File: src/rtl/arm_pkg.sv
package arm_pkg;
  typedef enum logic [1:0] {
    KEY_OPEN  = 2'b00,
    KEY_SAFE  = 2'b01,
    KEY_ARMED = 2'b10,
    KEY_LOCK  = 2'b11
  } key_pos_e;

  typedef enum logic [1:0] {
    ST_IDLE,
    ST_WAIT_SW,
    ST_WAIT_KEY,
    ST_ARMED
  } arm_st_e;
endpackage

File: src/rtl/arm_key_mon.sv
module arm_key_mon
  import arm_pkg::*;
#(
  parameter int unsigned CHECK_TICKS = 10
) (
  input  logic     clk_i,
  input  logic     rst_ni,
  input  logic     tick_i,
  input  key_pos_e key_i,
  output logic     key_fault_o
);
  localparam int unsigned CW = (CHECK_TICKS > 1) ? $clog2(CHECK_TICKS) : 1;

  logic [CW-1:0] cnt_q;
  logic          at_chk;

  assign at_chk = tick_i && (cnt_q == CW'(CHECK_TICKS - 1));

  always_ff @(posedge clk_i or negedge rst_ni) begin
    if (!rst_ni)     cnt_q <= '0;
    else if (tick_i) cnt_q <= at_chk ? '0 : cnt_q + 1'b1;
  end

  assign key_fault_o = at_chk && (key_i == KEY_OPEN);
endmodule

File: src/rtl/arm_channel.sv
module arm_channel
  import arm_pkg::*;
#(
  parameter int unsigned WINDOW_MS = 2000
) (
  input  logic     clk_i,
  input  logic     rst_ni,
  input  logic     tick_i,
  input  key_pos_e key_i,
  input  logic     sw_arm_i,
  input  logic     trip_i,
  input  logic     release_i,
  output logic     fire_en_o,
  output logic     brake_rel_o
);
  localparam int unsigned CW = $clog2(WINDOW_MS + 1);

  arm_st_e       st_q, st_d;
  logic [CW-1:0] cnt_q, cnt_d;
  logic          safe_q, key_armed_q, sw_q;
  logic          key_armed, key_rise, sw_rise, expire, inhibit;

  assign key_armed = (key_i == KEY_ARMED);
  assign key_rise  = key_armed && !key_armed_q;
  assign sw_rise   = sw_arm_i && !sw_q;
  assign expire    = tick_i && (cnt_q == CW'(WINDOW_MS - 1));
  assign inhibit   = trip_i || safe_q || (key_i == KEY_LOCK);

  always_comb begin
    st_d  = st_q;
    cnt_d = cnt_q;
    if ((st_q == ST_WAIT_SW || st_q == ST_WAIT_KEY) && tick_i) cnt_d = cnt_q + 1'b1;
    if (inhibit) begin
      st_d = ST_IDLE;
    end else begin
      case (st_q)
        ST_IDLE: begin
          cnt_d = '0;
          if (key_rise && sw_rise)       st_d = ST_ARMED;
          else if (key_rise)             st_d = ST_WAIT_SW;
          else if (sw_rise && !key_armed) st_d = ST_WAIT_KEY;
        end
        ST_WAIT_SW: begin
          if (!key_armed)   st_d = ST_IDLE;
          else if (sw_rise) st_d = ST_ARMED;
          else if (expire)  st_d = ST_IDLE;
        end
        ST_WAIT_KEY: begin
          if (key_rise)    st_d = ST_ARMED;
          else if (expire) st_d = ST_IDLE;
        end
        ST_ARMED: begin
          if (!key_armed) st_d = ST_IDLE;
        end
        default: st_d = ST_IDLE;
      endcase
    end
  end

  always_ff @(posedge clk_i or negedge rst_ni) begin
    if (!rst_ni) begin
      st_q        <= ST_IDLE;
      cnt_q       <= '0;
      safe_q      <= 1'b1;
      key_armed_q <= 1'b0;
      sw_q        <= 1'b0;
    end else begin
      st_q        <= st_d;
      cnt_q       <= cnt_d;
      key_armed_q <= key_armed;
      sw_q        <= sw_arm_i;
      if (trip_i)         safe_q <= 1'b1;
      else if (release_i) safe_q <= 1'b0;
    end
  end

  assign fire_en_o   = (st_q == ST_ARMED) && !safe_q;
  assign brake_rel_o = !safe_q;

  AST_ARMED_HAS_KEY: assert property (@(posedge clk_i) disable iff (!rst_ni)
    (st_q == ST_ARMED) |-> key_armed_q);
  AST_LOCK_BLOCKS: assert property (@(posedge clk_i) disable iff (!rst_ni)
    (key_i == KEY_LOCK) |=> (st_q != ST_ARMED));
  AST_TRIP_SAFE: assert property (@(posedge clk_i) disable iff (!rst_ni)
    trip_i |=> (!fire_en_o && !brake_rel_o));
endmodule

File: src/rtl/arm_fault_latch.sv
module arm_fault_latch
  import arm_pkg::*;
#(
  parameter int unsigned NSRC = 4,
  parameter int unsigned NCH  = 2
) (
  input  logic            clk_i,
  input  logic            rst_ni,
  input  logic            tick_i,
  input  logic [NSRC-1:0] src_i,
  input  logic            key_fault_i,
  input  key_pos_e        key_i,
  input  logic            safe_trig_i,
  input  logic            op_reset_i,
  input  logic [NCH-1:0]  fire_i,
  input  logic [NCH-1:0]  brake_i,
  output logic            fault_o,
  output logic            trip_o,
  output logic            release_o
);
  logic mism, fault_set, reset_ok, fault_q;

  // channels compared once per tick
  assign mism = tick_i && (((|fire_i) && !(&fire_i)) || ((|brake_i) && !(&brake_i)));
  assign fault_set = (|src_i) || key_fault_i || mism;
  assign reset_ok  = op_reset_i && (key_i == KEY_SAFE) && !(|src_i) && !safe_trig_i;
  assign release_o = reset_ok && !fault_set;
  assign trip_o    = fault_set || safe_trig_i || (fault_q && !release_o);

  always_ff @(posedge clk_i or negedge rst_ni) begin
    if (!rst_ni)        fault_q <= 1'b0;
    else if (fault_set) fault_q <= 1'b1;
    else if (release_o) fault_q <= 1'b0;
  end

  assign fault_o = fault_q;

  AST_SRC_LATCH: assert property (@(posedge clk_i) disable iff (!rst_ni)
    (|src_i) |=> fault_q);
  AST_FAULT_HOLD: assert property (@(posedge clk_i) disable iff (!rst_ni)
    (fault_q && !op_reset_i) |=> fault_q);
  AST_MISMATCH_FAULT: assert property (@(posedge clk_i) disable iff (!rst_ni)
    (tick_i && ((|fire_i) && !(&fire_i))) |=> fault_q);
endmodule

File: src/rtl/arm_ctrl_top.sv
module arm_ctrl_top
  import arm_pkg::*;
#(
  parameter int unsigned NCH         = 2,
  parameter int unsigned NSRC        = 4,
  parameter int unsigned WINDOW_MS   = 2000,
  parameter int unsigned CHECK_TICKS = 10
) (
  input  logic            clk_i,
  input  logic            rst_ni,
  input  logic            tick_i,
  input  logic [1:0]      key_code_i,
  input  logic [NCH-1:0]  sw_arm_i,
  input  logic            safe_trig_i,
  input  logic [NSRC-1:0] fault_src_i,
  input  logic            op_reset_i,
  output logic            fire_en_o,
  output logic            brake_rel_o,
  output logic            fault_o
);
  key_pos_e       key;
  logic           key_fault, trip, release_ok;
  logic [NCH-1:0] ch_fire, ch_brake;

  assign key = key_pos_e'(key_code_i);

  arm_key_mon #(.CHECK_TICKS(CHECK_TICKS)) u_key_mon (
    .clk_i       (clk_i),
    .rst_ni      (rst_ni),
    .tick_i      (tick_i),
    .key_i       (key),
    .key_fault_o (key_fault)
  );

  for (genvar c = 0; c < NCH; c++) begin : g_ch
    arm_channel #(.WINDOW_MS(WINDOW_MS)) u_ch (
      .clk_i       (clk_i),
      .rst_ni      (rst_ni),
      .tick_i      (tick_i),
      .key_i       (key),
      .sw_arm_i    (sw_arm_i[c]),
      .trip_i      (trip),
      .release_i   (release_ok),
      .fire_en_o   (ch_fire[c]),
      .brake_rel_o (ch_brake[c])
    );
  end

  arm_fault_latch #(.NSRC(NSRC), .NCH(NCH)) u_fault (
    .clk_i       (clk_i),
    .rst_ni      (rst_ni),
    .tick_i      (tick_i),
    .src_i       (fault_src_i),
    .key_fault_i (key_fault),
    .key_i       (key),
    .safe_trig_i (safe_trig_i),
    .op_reset_i  (op_reset_i),
    .fire_i      (ch_fire),
    .brake_i     (ch_brake),
    .fault_o     (fault_o),
    .trip_o      (trip),
    .release_o   (release_ok)
  );

  // both channels must agree to drive the actuators
  assign fire_en_o   = &ch_fire;
  assign brake_rel_o = &ch_brake;

  AST_FIRE_NEEDS_BRAKE: assert property (@(posedge clk_i) disable iff (!rst_ni)
    fire_en_o |-> brake_rel_o);
  AST_CLEAR_KEY_SAFE: assert property (@(posedge clk_i) disable iff (!rst_ni)
    $fell(fault_o) |-> ($past(key_code_i) == 2'b01));
endmodule

File: config.mk
export PLATFORM = sky130hd
export DESIGN_NAME = arm_ctrl_top
export DESIGN_NICKNAME = d
export VERILOG_FILES = /design/src/rtl/arm_pkg.sv /design/src/rtl/arm_key_mon.sv /design/src/rtl/arm_channel.sv /design/src/rtl/arm_fault_latch.sv /design/src/rtl/arm_ctrl_top.sv
export SDC_FILE = /design/constraint.sdc
export NUM_CORES = 1
export LEC_CHECK = 0
export BUFFER_PORTS_ARGS = -buffer_cell sky130_fd_sc_hd__buf_4
export CAP_MARGIN = 20
export CELL_PAD_IN_SITES_DETAIL_PLACEMENT = 1
export CELL_PAD_IN_SITES_GLOBAL_PLACEMENT = 2
export CORE_UTILIZATION = 37
export DETAILED_ROUTE_END_ITERATION = 10
export PLACE_DENSITY = 0.9
export SYNTH_ARGS = -nofsm -noshare
export SYNTH_HDL_FRONTEND = slang
export SYNTH_SLANG_ARGS = --single-unit
File: constraint.sdc
create_clock -name clk_i -period 2.29 [get_ports clk_i]
set_input_delay 0.1145 -clock clk_i [delete_from_list [all_inputs] [get_ports clk_i]]
set_output_delay 0.1145 -clock clk_i [all_outputs]
set_load 0.02 [all_outputs]
==> metrics.txt, run 1 <==
top cells by count, synth=34 x dfrtp_1, 33 x nor2_1, 18 x nand2_1; latest clock arrival within the worst-skew pair=0.29 ns; TritonCTS clock tree=built; Vias/cell=5.348; CTS root buf=clkbuf_8; VDD IR max=223.1 µV; starting density of the core=39.46%; Pwr Total=1.343 mW; final worst path period need=about 2.1 ns; largest net degree at the start of global routing=36; post-placement cell area=roughly 2300 µm²; gpl congestion=between 0.7 and 0.8; #FFs+latches synth=35; synthesized cell area=2067 µm²; fin. max-slew vios=0; initial antenna violation count=0; core outline area=5238 µm²; warnings from Yosys=0; top cell type's share of synthesized area=41.16%; cell with the most instances after synthesis=dfrtp_1; routed wire length=4770 µm; area growth from synthesis to layout=15.98%; Layout Nets=273; ys flop type=dfrtp_1; Startpoint Class=flop; final setup fails=0; Layout Cells excl Fill=between 300 and 400; DR DRC count=0; syn nets=250; CP Max Fanout=11; critical path arrival=roughly 2.3 ns; ys async rst share=100.0%; highest clock rate=~0.48 GHz; post-route setup TNS=0 ns; relative slew slack=56.91%; Hold WC Path Type=input port to flop; design area=2397 µm²; via count=approximately 1700; I/O Buffers=15; die height=76.74 µm; Clock Pin Slew Worst Setup and Hold Paths=0.07 ns; die width=approximately 77 µm; DP Wirelength=3554 µm; I/O Pins=16; critical path class=flop to flop; first-pass GRT wire length=8590 µm; WHS=0.03834 ns; PwrDens=560.0 nW/µm²; row count=26; Fin Clk Skew=0.007433 ns; CTS Buf Count=5; Avg Cell Area, Syn=9.311 µm²; CTS sink cnt=35; Ant. Diodes=0; layout cell share with drive strength beyond 1=~13%; drt first-iter violations=70; Syn Inst Count=222; EDFF count, synth=0; top post-synthesis cells by area=dfrtp_1 41%, ha_1 9.1%, nor2_1 6.0%, xnor2_1 4.2%, xor2_1 4.2%; die area=5889 µm²; Worst Tran Pin Value=0.6449 ns; RSZ-0062 raised after global routing=false; post-synth top area cell=dfrtp_1; Yosys cell types=48; final antenna-violating net count=0; gr usage total=18.59%; Clock Path Buffers=2; vias in the first global route=1812; setup bufs post-CTS=0; Static Leak=1.083 nW; DRT Pass-1 Iters=4; status=completed; H-tree Lvls=2; overflow left after global routing=0; Final Hold Viols=0; period utilization=91.12%; WP data required=between 2 and 2.5 ns; Placed Cells=305; drt wl/cell=15.09 µm; Seq/Total Area, Yosys=~42%; CP endpoint kind=flop; max cap viols=0
[logic make-up after synthesis]
kind of cell	after synthesis	share of synthesized area (%)
AO/OA/AOI/OAI	41	13.68
XOR/XNOR	20	8.474
adder cells (fa/ha/maj)	15	9.080
buffers and inverters	16	3.208
flip-flops	35	42.43
AND/OR/NAND/NOR	95	23.12
[state kept, by name (all words and copies together), names as in the netlist]
| register | count |
|---|---|
| g_ch.u_ch.cnt_q | 22 |
| g_ch.u_ch.st_q | 4 |
| u_key_mon.cnt_q | 4 |
| g_ch.u_ch.sw_q | 2 |
| g_ch.u_ch.safe_q | 1 |
| g_ch.u_ch.key_armed_q | 1 |
| u_fault.fault_o | 1 |
[area by class of cell]
class                           instances  area (µm²)
Clock buffer                            8       100.1
Fill cell                             628        2840
Inverter                               12       45.04
Multi-Input combinational cell        171        1130
Sequential cell                        35       877.1
Tap cell                               70       87.58
Timing Repair Buffer                   20       157.7
[worst max-delay path: stages, from the launching register on]
cell       delay [ns]
dfrtp_1          0.44
ha_1             0.28
nor2b_1          0.15
ha_1             0.27
a21oi_1          0.20
o2111ai_2        0.20
nor2_1           0.15
buf_4            0.19
nor2_1           0.08
[timing repair]
action,4_1_cts,5_1_grt
hold buffers,3,0
setup endpoints to repair,0,9
gates resized for setup,0,1
hold endpoints to repair,36,0
[final timing paths]
path	start	to	slack (ns)	depth (start not counted)
worst max-delay path	g_ch[1].u_ch.st_q[0]	g_ch[0].u_ch.cnt_q[7]	0.20	8
worst min-delay path	safe_trig_i	g_ch[0].u_ch.safe_q	0.04	2
worst max register to register	g_ch[1].u_ch.st_q[0]	g_ch[0].u_ch.cnt_q[7]	0.20	8
worst min register to register	g_ch[0].u_ch.cnt_q[9]	g_ch[0].u_ch.cnt_q[9]	0.55	2
max in group asynchronous	rst_ni	g_ch[0].u_ch.safe_q	1.61	2
min in group asynchronous	rst_ni	g_ch[1].u_ch.sw_q	0.33	2
[per-stage QoR]
| step | util (%) | setup WS (ns) |
|---|---|---|
| finish | 45.77 | 0.2034 |
| global route | 45.77 | 0.03193 |
| CTS | 45.65 | 0.1390 |
| detailed placement | 43.17 | 0.1600 |
| global placement | 43.17 | 0.2217 |
| floorplan | - | 0.3577 |
[placed cells by master (no fill, tap or decap), types with 3 or more instances in the layout]
master         instances
nor2_1                33
nor2b_1                3
dlygate4sd3_1          3
nand2_1               18
xnor2_1               10
xor2_1                10
a31oi_1                3
dfrtp_1               34
o21ai_0                9
and3_1                 5
nand2b_1               5
buf_4                 17
inv_1                 11
a21oi_1                7
ha_1                  15
or3_1                  3
clkbuf_8               7
nand3_1               11
nand4_1                6
[power breakdown]
part / switching (mW) / internal [mW] / total [mW]
Combinational: 0.0855 / 0.0771 / 0.163
Sequential: 0.0339 / 0.651 / 0.685
Clock: 0.220 / 0.275 / 0.495
Total: 0.340 / 1.00 / 1.34
[layer usage]
| metal | global-route usage [%] | part of all wire [%] | vias up |
|---|---|---|---|
| li1 | - | - | 824 |
| met1 | 22.74 | 46 | 822 |
| met2 | 30.89 | 48 | 32 |
| met4 | 8.269 | 2.1 | 0 |
| met3 | 4.405 | 4.0 | 12 |
| met5 | 0 | 0 | - |
(Power assumes the default switching activity.)
==> run 2: changes to the inputs <==
--- a/config.mk
+++ b/config.mk
@@ -11,7 +11,8 @@
 export CELL_PAD_IN_SITES_GLOBAL_PLACEMENT = 2
 export CORE_UTILIZATION = 37
 export DETAILED_ROUTE_END_ITERATION = 10
-export PLACE_DENSITY = 0.9
+export PLACE_DENSITY = 0.89
+export RECOVER_POWER = 100
 export SYNTH_ARGS = -nofsm -noshare
 export SYNTH_HDL_FRONTEND = slang
 export SYNTH_SLANG_ARGS = --single-unit
==> metrics.txt, run 2 (same netlist as run 1, synthesis figures left out) <==
DP Wirelength=~3600 µm; overflow left after global routing=0; largest net degree at the start of global routing=36; post-route setup TNS=0 ns; relative slew slack=40.45%; Clock Path Buffers=2; commonest non-fill, non-tap cell in the layout=dfrtp_1; CTS sink cnt=35; worst hold stages=2; status=completed; via count=1628; Reg2Reg Depth=8; HP Start=safe_trig_i; design area=between 2000 and 2500 µm²; Clock Pin Slew Worst Setup and Hold Paths=approximately 0.070 ns; Fin Clk Skew=0.004083 ns; die height=76.74 µm; die width=76.74 µm; DR DRC count=0; Final Hold Viols=0; area growth from synthesis to layout=14.41%; setup bufs post-CTS=0; Worst Tran Pin Value=between 0.8 and 0.9 ns; final worst path period need=2.110 ns; critical path arrival=~2.3 ns; VDD IR max=between 200 and 250 µV; max reg flops=22; Ant. Diodes=0; core outline area=around 5200 µm²; gpl congestion=0.7996; CTS Buf Count=5; Layout fillers=approximately 640; I/O Pins=16; most frequent cells in the layout=34 x dfrtp_1, 33 x nor2_1, 18 x nand2_1; largest registers=g_ch.u_ch.cnt_q: 22 flops, g_ch.u_ch.st_q: 4 flops, u_key_mon.cnt_q: 4 flops; initial antenna violation count=0; final setup fails=0; Layout Nets=273; Startpoint Class=flop; Vias/cell=5.152; r2r setup slk=~0.18 ns; routed wire length=about 4700 µm; Hold WC Path Type=input port to flop; final antenna-violating net count=0; DRT Pass-1 Iters=4; CTS root buf=clkbuf_8; highest clock rate=0.4739 GHz; fin. max-slew vios=0; PwrDens=537.6 nW/µm²; CP Max Fanout=11; RR Startpoint=g_ch[1].u_ch.st_q[0]; post-placement cell area=2261 µm²; RSZ-0062 raised after global routing=false; gr usage total=between 10% and 20%; period utilization=92.15%; reg-to-reg endpoint=g_ch[1].u_ch.cnt_q[0]; vias in the first global route=about 1800; Hold Path End=g_ch[0].u_ch.safe_q; drt first-iter violations=53; H-tree Lvls=2; Reg with most FFs=g_ch.u_ch.cnt_q; critical path class=flop to flop; WP data required=2.46 ns; row count=26; layout cell share with drive strength beyond 1=about 10%; max cap viols=0; drt wl/cell=14.81 µm; CP endpoint kind=flop; die area=about 5900 µm²; Static Leak=1.062 nW; first-pass GRT wire length=8266 µm; I/O Buffers=15; latest clock arrival within the worst-skew pair=about 0.28 ns; TritonCTS clock tree=built; starting density of the core=around 40%
run 2: power breakdown:
| part | internal [mW] | leakage [nW] | switching [mW] |
|---|---|---|---|
| registers | 0.651 | 0.467 | 0.0347 |
| clock network | 0.213 | 0.0422 | 0.210 |
| logic | 0.0755 | 0.553 | 0.0861 |
run 2: worst max path at each step:
stage,startpoint,end,slack [ns],depth (start not counted)
after floorplan,g_ch[1].u_ch.st_q[0],g_ch[0].u_ch.cnt_q[0],0.36,8
after global placement,g_ch[1].u_ch.st_q[0],g_ch[0].u_ch.cnt_q[0],0.23,8
after detailed placement,g_ch[1].u_ch.st_q[0],g_ch[1].u_ch.cnt_q[4],0.18,8
after CTS,g_ch[1].u_ch.st_q[0],g_ch[1].u_ch.cnt_q[4],0.17,8
after global routing,g_ch[1].u_ch.st_q[0],g_ch[1].u_ch.cnt_q[6],0.01,8
final,g_ch[1].u_ch.st_q[0],g_ch[1].u_ch.cnt_q[0],0.18,8
run 2: timing repair:
action / 4_1_cts / 5_1_grt
endpoints found under the setup margin: 0 / 17
hold buffers: 3 / 0
gates resized for setup: 0 / 1
endpoints found under the hold margin: 36 / 0
run 2: stage by stage:
| step | util, % | hold slack [ns] | total power [mW] | instances | setup slack [ns] |
|---|---|---|---|---|---|
| after floorplan | - | -0.1811 | 0.7891 | 222 | 0.3577 |
| after global placement | 43.17 | 0.09984 | 0.8483 | 305 | 0.2314 |
| after detailed placement | 43.17 | 0.09965 | 0.8562 | 305 | 0.1792 |
| after CTS | 45.29 | 0.04623 | 1.294 | 316 | 0.1656 |
| after global routing | 45.15 | 0.04936 | 1.343 | 316 | 0.01405 |
| final | 45.15 | 0.06117 | 1.271 | 316 | 0.1797 |
run 2: per-layer routing:
metal | global-route usage, % | wire length, µm
met1 | 22.92 | 2314
met2 | 29.38 | 2184
met3 | 3.690 | 116
met4 | 5.769 | 64
met5 | 0 | 0
run 2: area by class of cell:
class | count | area (µm²) | share of cell area, %
multi-input cells | 171 | 1130 | 47.78
flip-flops and latches | 35 | 877.1 | 37.09
repair buffers | 20 | 143.9 | 6.085
well taps | 70 | 87.58 | 3.704
clock buffers | 7 | 76.32 | 3.228
inverters | 12 | 45.04 | 1.905
clock inverters | 1 | 5.005 | 0.2116
run 2: worst max-delay path: stages (launching register included):
cell and delay [ns]:
dfrtp_1 0.44, ha_1 0.28, nor2b_1 0.15, ha_1 0.26
a21oi_1 0.20, o2111ai_2 0.21, nor2_1 0.15, clkbuf_4 0.23
nor2_1 0.07
